<file path="src/rtl/xlat_pkg.sv">
package xlat_pkg;
  localparam int OFF_W  = 12;
  localparam int P_BIT  = 0;
  localparam int W_BIT  = 1;
  localparam int D_BIT  = 6;

  typedef enum logic [2:0] {
    ST_IDLE,
    ST_LOOK,
    ST_FETCH,
    ST_JUDGE,
    ST_STORE
  } xl_state_e;
endpackage

</file>
<file path="src/rtl/xlat_rr.sv">
module xlat_rr #(
  parameter int ENTRIES = 8,
  parameter int IDX_W   = (ENTRIES > 1) ? $clog2(ENTRIES) : 1
) (
  input  logic             clk,
  input  logic             rst_n,
  input  logic             adv,
  output logic [IDX_W-1:0] ptr
);
  localparam logic [IDX_W-1:0] LAST = IDX_W'(ENTRIES - 1);

  always_ff @(posedge clk) begin
    if (!rst_n) begin
      ptr <= '0;
    end else if (adv) begin
      ptr <= (ptr == LAST) ? '0 : ptr + 1'b1;
    end
  end
endmodule

</file>
<file path="src/rtl/xlat_memport.sv">
module xlat_memport #(
  parameter int AW = 20,
  parameter int DW = 32
) (
  input  logic          clk,
  input  logic          rst_n,
  input  logic          start,
  input  logic          start_we,
  input  logic [AW-1:0] start_addr,
  input  logic [DW-1:0] start_wdata,
  output logic          done,
  output logic          mem_req,
  output logic          mem_we,
  output logic [AW-1:0] mem_addr,
  output logic [DW-1:0] mem_wdata,
  input  logic          mem_ack
);
  always_ff @(posedge clk) begin
    if (!rst_n) begin
      mem_req   <= 1'b0;
      mem_we    <= 1'b0;
      mem_addr  <= '0;
      mem_wdata <= '0;
    end else if (mem_req && mem_ack) begin
      mem_req <= 1'b0;
      mem_we  <= 1'b0;
    end else if (start && !mem_req) begin
      mem_req   <= 1'b1;
      mem_we    <= start_we;
      mem_addr  <= start_addr;
      mem_wdata <= start_wdata;
    end
  end

  assign done = mem_req && mem_ack;
endmodule

</file>
<file path="src/rtl/xlat_store.sv">
module xlat_store #(
  parameter int ENTRIES = 8,
  parameter int VPN_W   = 20,
  parameter int PFN_W   = 20,
  parameter int IDX_W   = (ENTRIES > 1) ? $clog2(ENTRIES) : 1
) (
  input  logic               clk,
  input  logic               rst_n,
  input  logic [VPN_W-1:0]   look_vpn,
  output logic               hit,
  output logic [IDX_W-1:0]   hit_idx,
  output logic [PFN_W-1:0]   hit_pfn,
  output logic               hit_wr,
  output logic               hit_dirty,
  output logic [ENTRIES-1:0] match_vec,
  output logic [ENTRIES-1:0] valid_vec,
  input  logic               fill_en,
  input  logic [IDX_W-1:0]   fill_idx,
  input  logic [VPN_W-1:0]   fill_vpn,
  input  logic [PFN_W-1:0]   fill_pfn,
  input  logic               fill_wr,
  input  logic               fill_dirty,
  input  logic               mark_en,
  input  logic [IDX_W-1:0]   mark_idx,
  input  logic               inv_one,
  input  logic [VPN_W-1:0]   inv_vpn,
  input  logic               inv_all
);
  typedef struct packed {
    logic             vld;
    logic [VPN_W-1:0] vpn;
    logic [PFN_W-1:0] pfn;
    logic             wr;
    logic             dirty;
  } slot_t;

  slot_t slots [ENTRIES];

  always_ff @(posedge clk) begin
    if (!rst_n) begin
      for (int i = 0; i < ENTRIES; i++) slots[i] <= '0;
    end else begin
      for (int i = 0; i < ENTRIES; i++) begin
        if (fill_en && fill_idx == IDX_W'(i)) begin
          slots[i] <= '{vld: 1'b1, vpn: fill_vpn, pfn: fill_pfn,
                        wr: fill_wr, dirty: fill_dirty};
        end else begin
          if (mark_en && mark_idx == IDX_W'(i)) slots[i].dirty <= 1'b1;
          if (inv_all || (inv_one && slots[i].vpn == inv_vpn)) slots[i].vld <= 1'b0;
        end
      end
    end
  end

  for (genvar g = 0; g < ENTRIES; g++) begin : g_cmp
    assign match_vec[g] = slots[g].vld && (slots[g].vpn == look_vpn);
    assign valid_vec[g] = slots[g].vld;
  end

  always_comb begin
    hit       = 1'b0;
    hit_idx   = '0;
    hit_pfn   = '0;
    hit_wr    = 1'b0;
    hit_dirty = 1'b0;
    for (int i = 0; i < ENTRIES; i++) begin
      if (match_vec[i]) begin
        hit       = 1'b1;
        hit_idx   = IDX_W'(i);
        hit_pfn   = slots[i].pfn;
        hit_wr    = slots[i].wr;
        hit_dirty = slots[i].dirty;
      end
    end
  end
endmodule

</file>
<file path="src/rtl/xlat_cache.sv">
module xlat_cache
  import xlat_pkg::*;
#(
  parameter int VA_W    = 32,
  parameter int PA_W    = 32,
  parameter int ENTRIES = 8
) (
  input  logic                  clk,
  input  logic                  rst_n,
  input  logic                  req_valid,
  output logic                  req_ready,
  input  logic                  req_write,
  input  logic [VA_W-1:0]       req_vaddr,
  output logic                  rsp_valid,
  output logic                  rsp_fault,
  output logic [PA_W-1:0]       rsp_paddr,
  output logic [VA_W-OFF_W-1:0] rsp_vpn,
  output logic                  mem_req,
  output logic                  mem_we,
  output logic [VA_W-OFF_W-1:0] mem_addr,
  output logic [PA_W-1:0]       mem_wdata,
  input  logic [PA_W-1:0]       mem_rdata,
  input  logic                  mem_ack,
  input  logic                  inv_one,
  input  logic [VA_W-OFF_W-1:0] inv_vpn,
  input  logic                  inv_all
);
  localparam int VPN_W = VA_W - OFF_W;
  localparam int PFN_W = PA_W - OFF_W;
  localparam int IDX_W = (ENTRIES > 1) ? $clog2(ENTRIES) : 1;

  function automatic logic [PFN_W-1:0] pte_pfn(input logic [PA_W-1:0] pte);
    return pte[PA_W-1:OFF_W];
  endfunction

  function automatic logic [PA_W-1:0] join_pa(input logic [PFN_W-1:0] pfn,
                                              input logic [OFF_W-1:0] off);
    return {pfn, off};
  endfunction

  function automatic logic [PA_W-1:0] with_dirty(input logic [PA_W-1:0] pte);
    logic [PA_W-1:0] r;
    r = pte;
    r[D_BIT] = 1'b1;
    return r;
  endfunction

  xl_state_e state, nxt;

  logic [VPN_W-1:0] vpn_q;
  logic [OFF_W-1:0] off_q;
  logic             wr_q;
  logic             hit_q;
  logic [IDX_W-1:0] slot_q;
  logic [PFN_W-1:0] cpfn_q;
  logic [PA_W-1:0]  pte_q;

  logic               hit, hit_wr, hit_dirty;
  logic [IDX_W-1:0]   hit_idx;
  logic [PFN_W-1:0]   hit_pfn;
  logic [ENTRIES-1:0] match_vec, valid_vec;
  logic [IDX_W-1:0]   rr_ptr;

  logic             start, start_we, mem_done;
  logic [PA_W-1:0]  start_wdata;
  logic             fill_en, fill_wr, fill_dirty, mark_en;
  logic [PFN_W-1:0] fill_pfn;
  logic             rsp_set, flt_set;
  logic [PFN_W-1:0] rsp_set_pfn;
  logic             ev_fast, ev_clean, cap_look, accept;

  assign req_ready = (state == ST_IDLE);
  assign accept    = req_valid && req_ready;

  xlat_store #(.ENTRIES(ENTRIES), .VPN_W(VPN_W), .PFN_W(PFN_W), .IDX_W(IDX_W)) u_store (
    .clk, .rst_n,
    .look_vpn  (vpn_q),
    .hit, .hit_idx, .hit_pfn, .hit_wr, .hit_dirty,
    .match_vec, .valid_vec,
    .fill_en,
    .fill_idx  (rr_ptr),
    .fill_vpn  (vpn_q),
    .fill_pfn, .fill_wr, .fill_dirty,
    .mark_en,
    .mark_idx  (slot_q),
    .inv_one, .inv_vpn, .inv_all
  );

  xlat_rr #(.ENTRIES(ENTRIES), .IDX_W(IDX_W)) u_rr (
    .clk, .rst_n,
    .adv (fill_en),
    .ptr (rr_ptr)
  );

  xlat_memport #(.AW(VPN_W), .DW(PA_W)) u_port (
    .clk, .rst_n,
    .start, .start_we,
    .start_addr  (vpn_q),
    .start_wdata,
    .done        (mem_done),
    .mem_req, .mem_we, .mem_addr, .mem_wdata, .mem_ack
  );

  always_comb begin
    nxt         = state;
    start       = 1'b0;
    start_we    = 1'b0;
    start_wdata = with_dirty(pte_q);
    fill_en     = 1'b0;
    fill_pfn    = pte_pfn(pte_q);
    fill_wr     = pte_q[W_BIT];
    fill_dirty  = pte_q[D_BIT];
    mark_en     = 1'b0;
    rsp_set     = 1'b0;
    flt_set     = 1'b0;
    rsp_set_pfn = pte_pfn(pte_q);
    ev_fast     = 1'b0;
    ev_clean    = 1'b0;
    cap_look    = 1'b0;
    unique case (state)
      ST_IDLE: if (accept) nxt = ST_LOOK;
      ST_LOOK: begin
        ev_fast  = hit && wr_q && hit_dirty;
        ev_clean = hit && wr_q && !hit_dirty;
        if (hit && !wr_q) begin
          rsp_set     = 1'b1;
          rsp_set_pfn = hit_pfn;
          nxt         = ST_IDLE;
        end else if (ev_fast) begin
          rsp_set     = 1'b1;
          flt_set     = !hit_wr;
          rsp_set_pfn = hit_pfn;
          nxt         = ST_IDLE;
        end else begin
          start    = 1'b1;
          cap_look = 1'b1;
          nxt      = ST_FETCH;
        end
      end
      ST_FETCH: if (mem_done) nxt = ST_JUDGE;
      ST_JUDGE: begin
        if (!pte_q[P_BIT] || (wr_q && !pte_q[W_BIT])) begin
          rsp_set = 1'b1;
          flt_set = 1'b1;
          nxt     = ST_IDLE;
        end else if (!wr_q) begin
          fill_en = 1'b1;
          rsp_set = 1'b1;
          nxt     = ST_IDLE;
        end else begin
          start    = 1'b1;
          start_we = 1'b1;
          nxt      = ST_STORE;
        end
      end
      ST_STORE: begin
        if (mem_done) begin
          rsp_set = 1'b1;
          nxt     = ST_IDLE;
          if (hit_q) begin
            mark_en     = 1'b1;
            rsp_set_pfn = cpfn_q;
          end else begin
            fill_en    = 1'b1;
            fill_wr    = 1'b1;
            fill_dirty = 1'b1;
          end
        end
      end
      default: nxt = ST_IDLE;
    endcase
  end

  always_ff @(posedge clk) begin
    if (!rst_n) begin
      state     <= ST_IDLE;
      vpn_q     <= '0;
      off_q     <= '0;
      wr_q      <= 1'b0;
      hit_q     <= 1'b0;
      slot_q    <= '0;
      cpfn_q    <= '0;
      pte_q     <= '0;
      rsp_valid <= 1'b0;
      rsp_fault <= 1'b0;
      rsp_paddr <= '0;
      rsp_vpn   <= '0;
    end else begin
      state     <= nxt;
      rsp_valid <= rsp_set;
      if (accept) begin
        vpn_q <= req_vaddr[VA_W-1:OFF_W];
        off_q <= req_vaddr[OFF_W-1:0];
        wr_q  <= req_write;
      end
      if (cap_look) begin
        hit_q  <= hit;
        slot_q <= hit_idx;
        cpfn_q <= hit_pfn;
      end
      if (state == ST_FETCH && mem_done) pte_q <= mem_rdata;
      if (rsp_set) begin
        rsp_fault <= flt_set;
        rsp_paddr <= flt_set ? '0 : join_pa(rsp_set_pfn, off_q);
        rsp_vpn   <= vpn_q;
      end
    end
  end
endmodule

</file>
<file path="config.mk">
export PLATFORM = sky130hd
export DESIGN_NAME = xlat_cache
export DESIGN_NICKNAME = d
export VERILOG_FILES = /design/src/rtl/xlat_pkg.sv /design/src/rtl/xlat_rr.sv /design/src/rtl/xlat_memport.sv /design/src/rtl/xlat_store.sv /design/src/rtl/xlat_cache.sv
export SDC_FILE = /design/constraint.sdc
export NUM_CORES = 1
export LEC_CHECK = 0
export ABC_AREA = 1
export BUFFER_PORTS_ARGS = -buffer_cell sky130_fd_sc_hd__buf_4
export CAP_MARGIN = 0
export CORE_MARGIN = 5
export CORE_UTILIZATION = 50
export CTS_BUF_LIST = sky130_fd_sc_hd__clkbuf_8
export CTS_CLUSTER_SIZE = 20
export DETAILED_ROUTE_END_ITERATION = 16
export PLACE_DENSITY_LB_ADDON = 0.25
export SYNTH_ARGS = -nofsm -noshare
export SYNTH_HDL_FRONTEND = slang
export SYNTH_SLANG_ARGS = --single-unit
</file>
<file path="constraint.sdc">
create_clock -name clk -period 4.2 [get_ports clk]
set_input_delay 0 -clock clk [delete_from_list [all_inputs] [get_ports clk]]
set_output_delay 0 -clock clk [all_outputs]
set_load 0.05 [all_outputs]
</file>
==> results of run 1 <==
## layer usage
layer / vias up / routed length (um) / track usage (%)
li1: 11400 / - / -
met1: 12500 / 42200 / 46.5
met2: 1723 / 55100 / 64.0
met3: 424 / 11400 / 7.58
met4: 0 / 8400 / 21.8
met5: - / 0 / 0
## power breakdown
part           internal [W]  total (W)  switching (W)
Combinational      0.000719    0.00251        0.00179
Clock               0.00231    0.00465        0.00234
Sequential          0.00602    0.00628       0.000262
Total               0.00904     0.0134        0.00439
## worst paths after layout
check	from	end	slack (ns)	depth (start not counted)
worst max-delay path	vpn_q[9]$_SDFFE_PN0P_	rsp_paddr[14]$_SDFFE_PN0P_	0.27	18
worst min-delay path	inv_vpn[10]	u_store.slots[0][85]$_SDFFCE_PN0P_	0.06	5
worst max register to register	vpn_q[9]$_SDFFE_PN0P_	rsp_paddr[14]$_SDFFE_PN0P_	0.27	18
worst min register to register	pte_q[3]$_SDFFE_PN0P_	pte_q[3]$_SDFFE_PN0P_	0.45	2
## sequential cells by signal, summed over array words and instances, names as in the netlist, 12 cells and up
name              cells
cpfn_q               20
off_q                12
pte_q                32
rsp_paddr            32
rsp_vpn              20
u_port.mem_addr      20
u_port.mem_wdata     32
u_store.slots       344
vpn_q                20
## cell usage after synthesis, types with 21 or more instances
cell type,n
nand2_1,597
nor2_1,549
edfxtp_1,344
inv_1,313
a21oi_1,239
o21ai_0,225
dfxtp_1,203
clkbuf_1,116
nand3_1,109
o22ai_1,64
nand4_1,53
nor3_1,47
xor2_1,39
or2_2,38
xnor2_1,36
buf_2,32
a211oi_1,26
inv_2,24
nor3_2,21
## worst register-to-register path: stages, from the launching register on
cell and delay (ns):
dfxtp_1 0.74, inv_2 0.33, o22ai_1 0.47, nor2_1 0.11, nand2_1 0.09, nor2_2 0.05, nand3_2 0.13, inv_1 0.09
buf_4 0.21, o21ai_0 0.64, a21oi_1 0.20, nand2_1 0.13, nand2_1 0.08, nand2_1 0.07, nor2_1 0.05, nor2_1 0.17
nor2_1 0.07, nor2_1 0.11, nor2_1 0.05
## timing repair
action | in CTS | in global routing
setup endpoints to repair | 0 | 18
resized for setup | 0 | 2
hold buffers | 108 | 0
hold endpoints to repair | 84 | 0
## cell families (layout without fill, tap and decap cells)
group / count (synthesis) / count (layout)
other cells: 0 / 2
flops: 547 / 547
xor+xnor: 75 / 75
buf+inv: 535 / 899
fa+ha+maj: 6 / 6
compound gates: 614 / 614
simple gates: 1464 / 1464
## cell type report
class	count	area, um^2
Timing Repair Buffer	386	3290
Antenna cell	2	5.00
Clock buffer	102	1400
Fill cell	4582	21600
Tap cell	696	871
Clock inverter	67	343
Sequential cell	547	14400
Multi-Input combinational cell	2159	10400
Inverter	344	1290
## through the flow
step | std cells | setup WS (ns) | total power (W)
floorplan | 3241 | 0.892 | 0.00773
global placement | 4024 | 0.346 | 0.00870
detailed placement | 4024 | 0.307 | 0.00870
CTS | 4301 | 0.293 | 0.0133
global route | 4303 | 0.105 | 0.0138
finish | 4303 | 0.266 | 0.0134
==> metrics.csv, run 1 <==
metric,value,unit
p_leak,13.3,nW
area_delta_synth_final,18.6,%
power.density,420,nW/um^2
grt_pass1_vias,25100,
routedWlPerCell,27.2,um
stdcell_area,32000,um^2
dpl_cell_area,29200,um^2
synthArstFlopShare,0,%
path_class,reg -> reg,
arrival,4.48,ns
yosysUniqueCellTypes,47,
postSynthAreaPerCell,8.32,um^2
cts.htree.levels,3,
synth_xor_area_share,2.44,%
post_cts_buffers,0,
clock_latency,0.72,ns
hpwl,79500,um
max-slew-margin-rel,23.8,%
grt_max_degree,76,
synth.area.mux_share,0,%
hold_viol,0,
clock_sinks,547,
run_status,"complete, no violations",
synth_seq_cells,547,
cts_tree,yes,
ys_seq_area_share,53.4,%
synth_ff_type,edfxtp_1,
slowest_stage,dfxtp_1,
die_y,242,um
viasPerCell,6.04,
overflow,0,
portBuffers,199,
cp.required,4.74,ns
fmax,254,MHz
hp-class,in -> reg,
clock_skew,0.0466,ns
setup_violations,0,
final_util,59.7,%
synth_compound_area_share,12.6,%
synth_simple_gate_area_share,23.2,%
die-width,242,um
drv_slew,0,
drive_above_1_share,14.5,%
nets,3626,
root_buffer,clkbuf_8,
drc,0,
synthAdderAreaFrac,0.278,%
synth-edff-count,344,
yosys_warnings,0,
fp-row-count,85,
synth_top_cell_by_area,edfxtp_1,
tightest_slew,1.14,ns
clk_pin_slew,0.07,ns
grt_pass1_wl,168000,um
end_kind,flip-flop,
syn_nets,3338,
final_common_cell,nand2_1,
path_max_fanout,18,
fin_setup_tns,0,ns
drtIter0Drc,3404,
dr.pass1.iters,7,
vias,26000,
dieArea,58700,um^2
cp-start-kind,flip-flop,
min_period,3.93,ns
start_util,50.3,%
cp_common_cell,nor2_1,
grt_use_total,38.3,%
synth_top_family_by_area,simple AND/OR/NAND/NOR gates,
layout_common_cells,"nand2_1 (592), nor2_1 (549), edfxtp_1 (344)",
grt_antenna_before_repair,3,
cpPeakStageDelay,0.74,ns
ios,200,
clock_path_buffers,3,
synth_top_area_share,38.3,%
drv_cap,0,
antenna_left,0,
post-route-period-util,93.7,%
crit_chain,"inv_2, o22ai_1, nor2_1, nand2_1, nor2_2, nand3_2, inv_1, buf_4, o21ai_0, a21oi_1, nand2_1, nand2_1, nand2_1, nor2_1, nor2_1, nor2_1, nor2_1, nor2_1",
rsz0062_at_grt,no,
synthTopCellsByArea,"edfxtp_1 (38%), dfxtp_1 (15%), nand2_1 (8.3%)",
cp_top_family,compound AO/OA/AOI/OAI gates,
peakVddDrop,0.369,mV
wirelength,117000,um
crit_buf_inv,3,
fin_hold_ws,0.0573,ns
gp_congestion,1.04,
core-area,53600,um^2
cts_made_buffers,91,
synth_cells,3241,
synth_area,27000,um^2
No activity file was read; power rests on OpenSTA's default activity.
==> inputs of run 2 (changes only) <==
ABC_AREA = 0   (was 1)
==> run 2 against run 1 <==
Total power is 12% lower. Sequential share of layout area up 1.2 points. Cell count is 17% lower. Area after synthesis is 4.8% lower. Sequential cell count is the same. Utilization increased by 1.4 points. Register-to-register slack worse by 0.19 ns. Non-clock buffer count grew 16. Clock power is 2% lower. Maximum frequency fell by 4.6%. Wire length shrank 20%. Critical endpoint is now rsp_paddr[24]$_SDFFE_PN0P_. Largest cell class unchanged. Largest power group unchanged.
==> metrics.csv, run 2 <==
metric,value,unit,change
tightest_slew,1.21,ns,+0.0727 ns
cts_made_buffers,92,,+1.1%
fp-row-count,83,,-2.4%
syn_nets,2612,,-22%
die_y,237,um,-2.3%
power.density,378,nW/um^2,-9.9%
synth_top_family_by_area,simple AND/OR/NAND/NOR gates,,
largest_register,u_store.slots,,
setup_violations,0,,unchanged
drive_above_1_share,17.7,%,+3.2 points
fin_setup_tns,0,ns,unchanged
cts.htree.levels,3,,unchanged
synthArstFlopShare,0,%,unchanged
gp_congestion,1.01,,-3.2%
min-delay-start,inv_vpn[3],,
ys_seq_area_share,56.1,%,+2.7 points
drc,0,,unchanged
r2r_cells,11,,-7
post_cts_buffers,0,,unchanged
synth.top_cells.by_count,"edfxtp_1 (344), nor2_1 (309), nand2_1 (268)",,
clk_pin_slew,0.06,ns,about the same
synth_compound_area_share,12.1,%,-0.45 points
grt_max_degree,156,,+110%
drv_slew,0,,unchanged
antenna_left,0,,unchanged
synth_seq_cells,547,,unchanged
clock_path_buffers,3,,unchanged
cpPeakStageDelay,0.58,ns,-0.16 ns
synth_cells,2515,,-22%
yosysMostFrequentCell,edfxtp_1,,
wirelength,93700,um,-20%
dr.pass1.iters,6,,-1
p_sw_share,26.7,%,-6.0 points
final_common_cell,edfxtp_1,,
die-width,237,um,-2.3%
drtIter0Drc,3048,,-10%
yosysUniqueCellTypes,74,,+57%
r2r-start,vpn_q[4]$_SDFFE_PN0P_,,
synthAdderAreaFrac,0.292,%,+0.014 points
regToRegSetupSlack,0.07,ns,-0.19 ns
power.internal,0.00865,W,-4.4%
cp-start-kind,flip-flop,,
largest_register_ffs,344,,unchanged
synthTopCellsByArea,"edfxtp_1 (40%), dfxtp_1 (16%), xnor2_1 (7.3%)",,
core-area,51100,um^2,-4.7%
dieArea,56000,um^2,-4.6%
cp.required,4.80,ns,+0.06 ns
path_max_fanout,18,,unchanged
hpwl,61900,um,-22%
synth_xor_area_share,11.1,%,+8.7 points
synth_simple_gate_area_share,16.4,%,-6.8 points
grt_pass1_wl,137000,um,-18%
hold_end,u_store.slots[0][128]$_SDFFCE_PN0P_,,
grt_use_total,32.3,%,-6.0 points
clock_skew,0.0368,ns,-0.00980 ns
area_delta_synth_final,21.5,%,
postSynthAreaPerCell,10.2,um^2,+23%
min_period,4.13,ns,+0.191 ns
p_leak,11.5,nW,-14%
fmax,242,MHz,-4.6%
clock_sinks,547,,unchanged
r2r_end,rsp_paddr[24]$_SDFFE_PN0P_,,
nets,2922,,-19%
p_seq_share,51.0,%,+4.3 points
slowest_stage,or4_1,,
yosys_warnings,0,,unchanged
final_util,61.0,%,+1.4 points
post-route-period-util,98.2,%,+4.5 points
arrival,4.73,ns,+0.25 ns
end_kind,flip-flop,,
synth.area.mux_share,0.390,%,+0.39 points
run_status,"complete, no violations",,
max-slew-margin-rel,19.0,%,-4.8 points
synth_area,25700,um^2,-4.8%
synth_top_area_share,40.2,%,+1.9 points
path_class,reg -> reg,,
fin_hold_ws,0.0864,ns,+0.0291 ns
p_comb_share,10.3,%,-8.4 points
portBuffers,199,,unchanged
hold_depth,5,,unchanged
crit_chain,"buf_4, xor2_1, or4_1, or4_1, or2_1, mux2i_1, a2111oi_0, or3_1, a221o_1, buf_12, o2bb2ai_1",,
overflow,0,,unchanged
ios,200,,unchanged
cp_common_cell,or4_1,,
hp-class,in -> reg,,
fillers,4236,,-7.6%
hold_viol,0,,unchanged
start_util,50.2,%,-0.061 points
synth_top_cell_by_area,edfxtp_1,,
peakVddDrop,0.244,mV,-34%
power_switching,0.00315,W,-28%
grt_antenna_before_repair,1,,-2
clkPwrFrac,38.7,%,+4.1 points
routedWlPerCell,26.2,um,-3.7%
synth-edff-count,344,,unchanged
vias,22100,,-15%
drv_cap,0,,unchanged
viasPerCell,6.18,,+2.4%
synth_ff_type,edfxtp_1,,
root_buffer,clkbuf_8,,
cts_tree,yes,,
layout_common_cells,"edfxtp_1 (344), nor2_1 (308), buf_4 (285)",,
grt_pass1_vias,21500,,-14%
clock_latency,0.70,ns,-0.02 ns
run 2: changes by cell type after synthesis, sizes merged, moves of 29 or more:
cell and delta:
nand2 -339, inv -285, nor2 -250, xnor2 +179
o21ai -150, xor2 +71, a21oi -56, nor3 -55
o22ai -38, buf -37, or2 -34, nand3 +33
clkbuf +32, a22o +29
run 2: through the flow:
| step | setup WS, ns | instances | total power (W) | area, um^2 |
|---|---|---|---|---|
| final | 0.0749 | 3576 | 0.0118 | 31200 |
| after global routing | -0.0459 | 3576 | 0.0122 | 31200 |
| after CTS | 0.127 | 3575 | 0.0118 | 31200 |
| after detailed placement | 0.156 | 3319 | 0.00722 | 28500 |
| after global placement | 0.146 | 3319 | 0.00721 | 28500 |
| after floorplan | 0.559 | 2515 | 0.00672 | 25700 |
run 2: how the worst max path moves through the flow:
| stage | slack, ns | end | start | depth (start not counted) |
|---|---|---|---|---|
| global route | -0.05 | rsp_paddr[26]$_SDFFE_PN0P_ | vpn_q[2]$_SDFFE_PN0P_ | 10 |
| detailed placement | 0.16 | rsp_paddr[24]$_SDFFE_PN0P_ | vpn_q[2]$_SDFFE_PN0P_ | 11 |
| CTS | 0.13 | rsp_paddr[24]$_SDFFE_PN0P_ | vpn_q[19]$_SDFFE_PN0P_ | 11 |
| floorplan | 0.56 | rsp_paddr[13]$_SDFFE_PN0P_ | u_store.slots[0][241]$_SDFFCE_PN0P_ | 11 |
| finish | 0.07 | rsp_paddr[24]$_SDFFE_PN0P_ | vpn_q[4]$_SDFFE_PN0P_ | 11 |
| global placement | 0.15 | rsp_paddr[12]$_SDFFE_PN0P_ | vpn_q[7]$_SDFFE_PN0P_ | 11 |
run 2: worst max-delay path, delay by kind of cell (launching register included):
kind	cells	cell delay [ns]
and+or+nand+nor	4	1.78
AOI/OAI and AO/OA	3	0.73
buffers and inverters	2	0.51
DFF	1	0.48
muxes	1	0.39
xor gates and xnor gates	1	0.14
run 2: metal layers:
layer / track usage (%) / vias up / wire (um)
met5: 0 / - / 0
met4: 11.8 / 0 / 3640
met3: 7.13 / 256 / 10400
met2: 49.5 / 1398 / 41500
met1: 45.4 / 10900 / 38100
li1: - / 9588 / -
run 2: final cells by class:
type                       count  area (um^2)  share of cell area (%)
sequential                   547        14400                    46.2
multi-input combinational   1730        10400                    33.5
timing repair buffer         402         3560                    11.4
clock buffer                 104         1430                    4.59
tap                          680          851                    2.73
clock inverter                60          299                   0.959
inverter                      52          200                   0.642
antenna                        1         2.50                 0.00802
run 2: kinds of logic (layout without fill, tap and decap cells):
family,Yosys count,in the layout
xor gates and xnor gates,325,325
other,0,1
and+or+nand+nor,920,920
AOI/OAI and AO/OA,469,469
DFF,547,547
adders and majority gates,6,6
buffers and inverters,238,618
muxes,10,10
run 2: power groups by stage:
| stage | Clock [W] | Combinational, W | Sequential, W |
|---|---|---|---|
| 2_1_floorplan | 0 | 0.000631 | 0.00608 |
| 3_3_place_gp | 0 | 0.00110 | 0.00611 |
| 3_5_place_dp | 0 | 0.00110 | 0.00612 |
| 4_1_cts | 0.00462 | 0.00118 | 0.00601 |
| 5_1_grt | 0.00487 | 0.00127 | 0.00602 |
| 6_report | 0.00457 | 0.00121 | 0.00602 |
run 2: timing repair:
item                                    in CTS  in global routing
hold buffers                                92                  0
endpoints found under the setup margin       0                 30
resized for setup                            0                  7
hold endpoints to repair                   106                  0
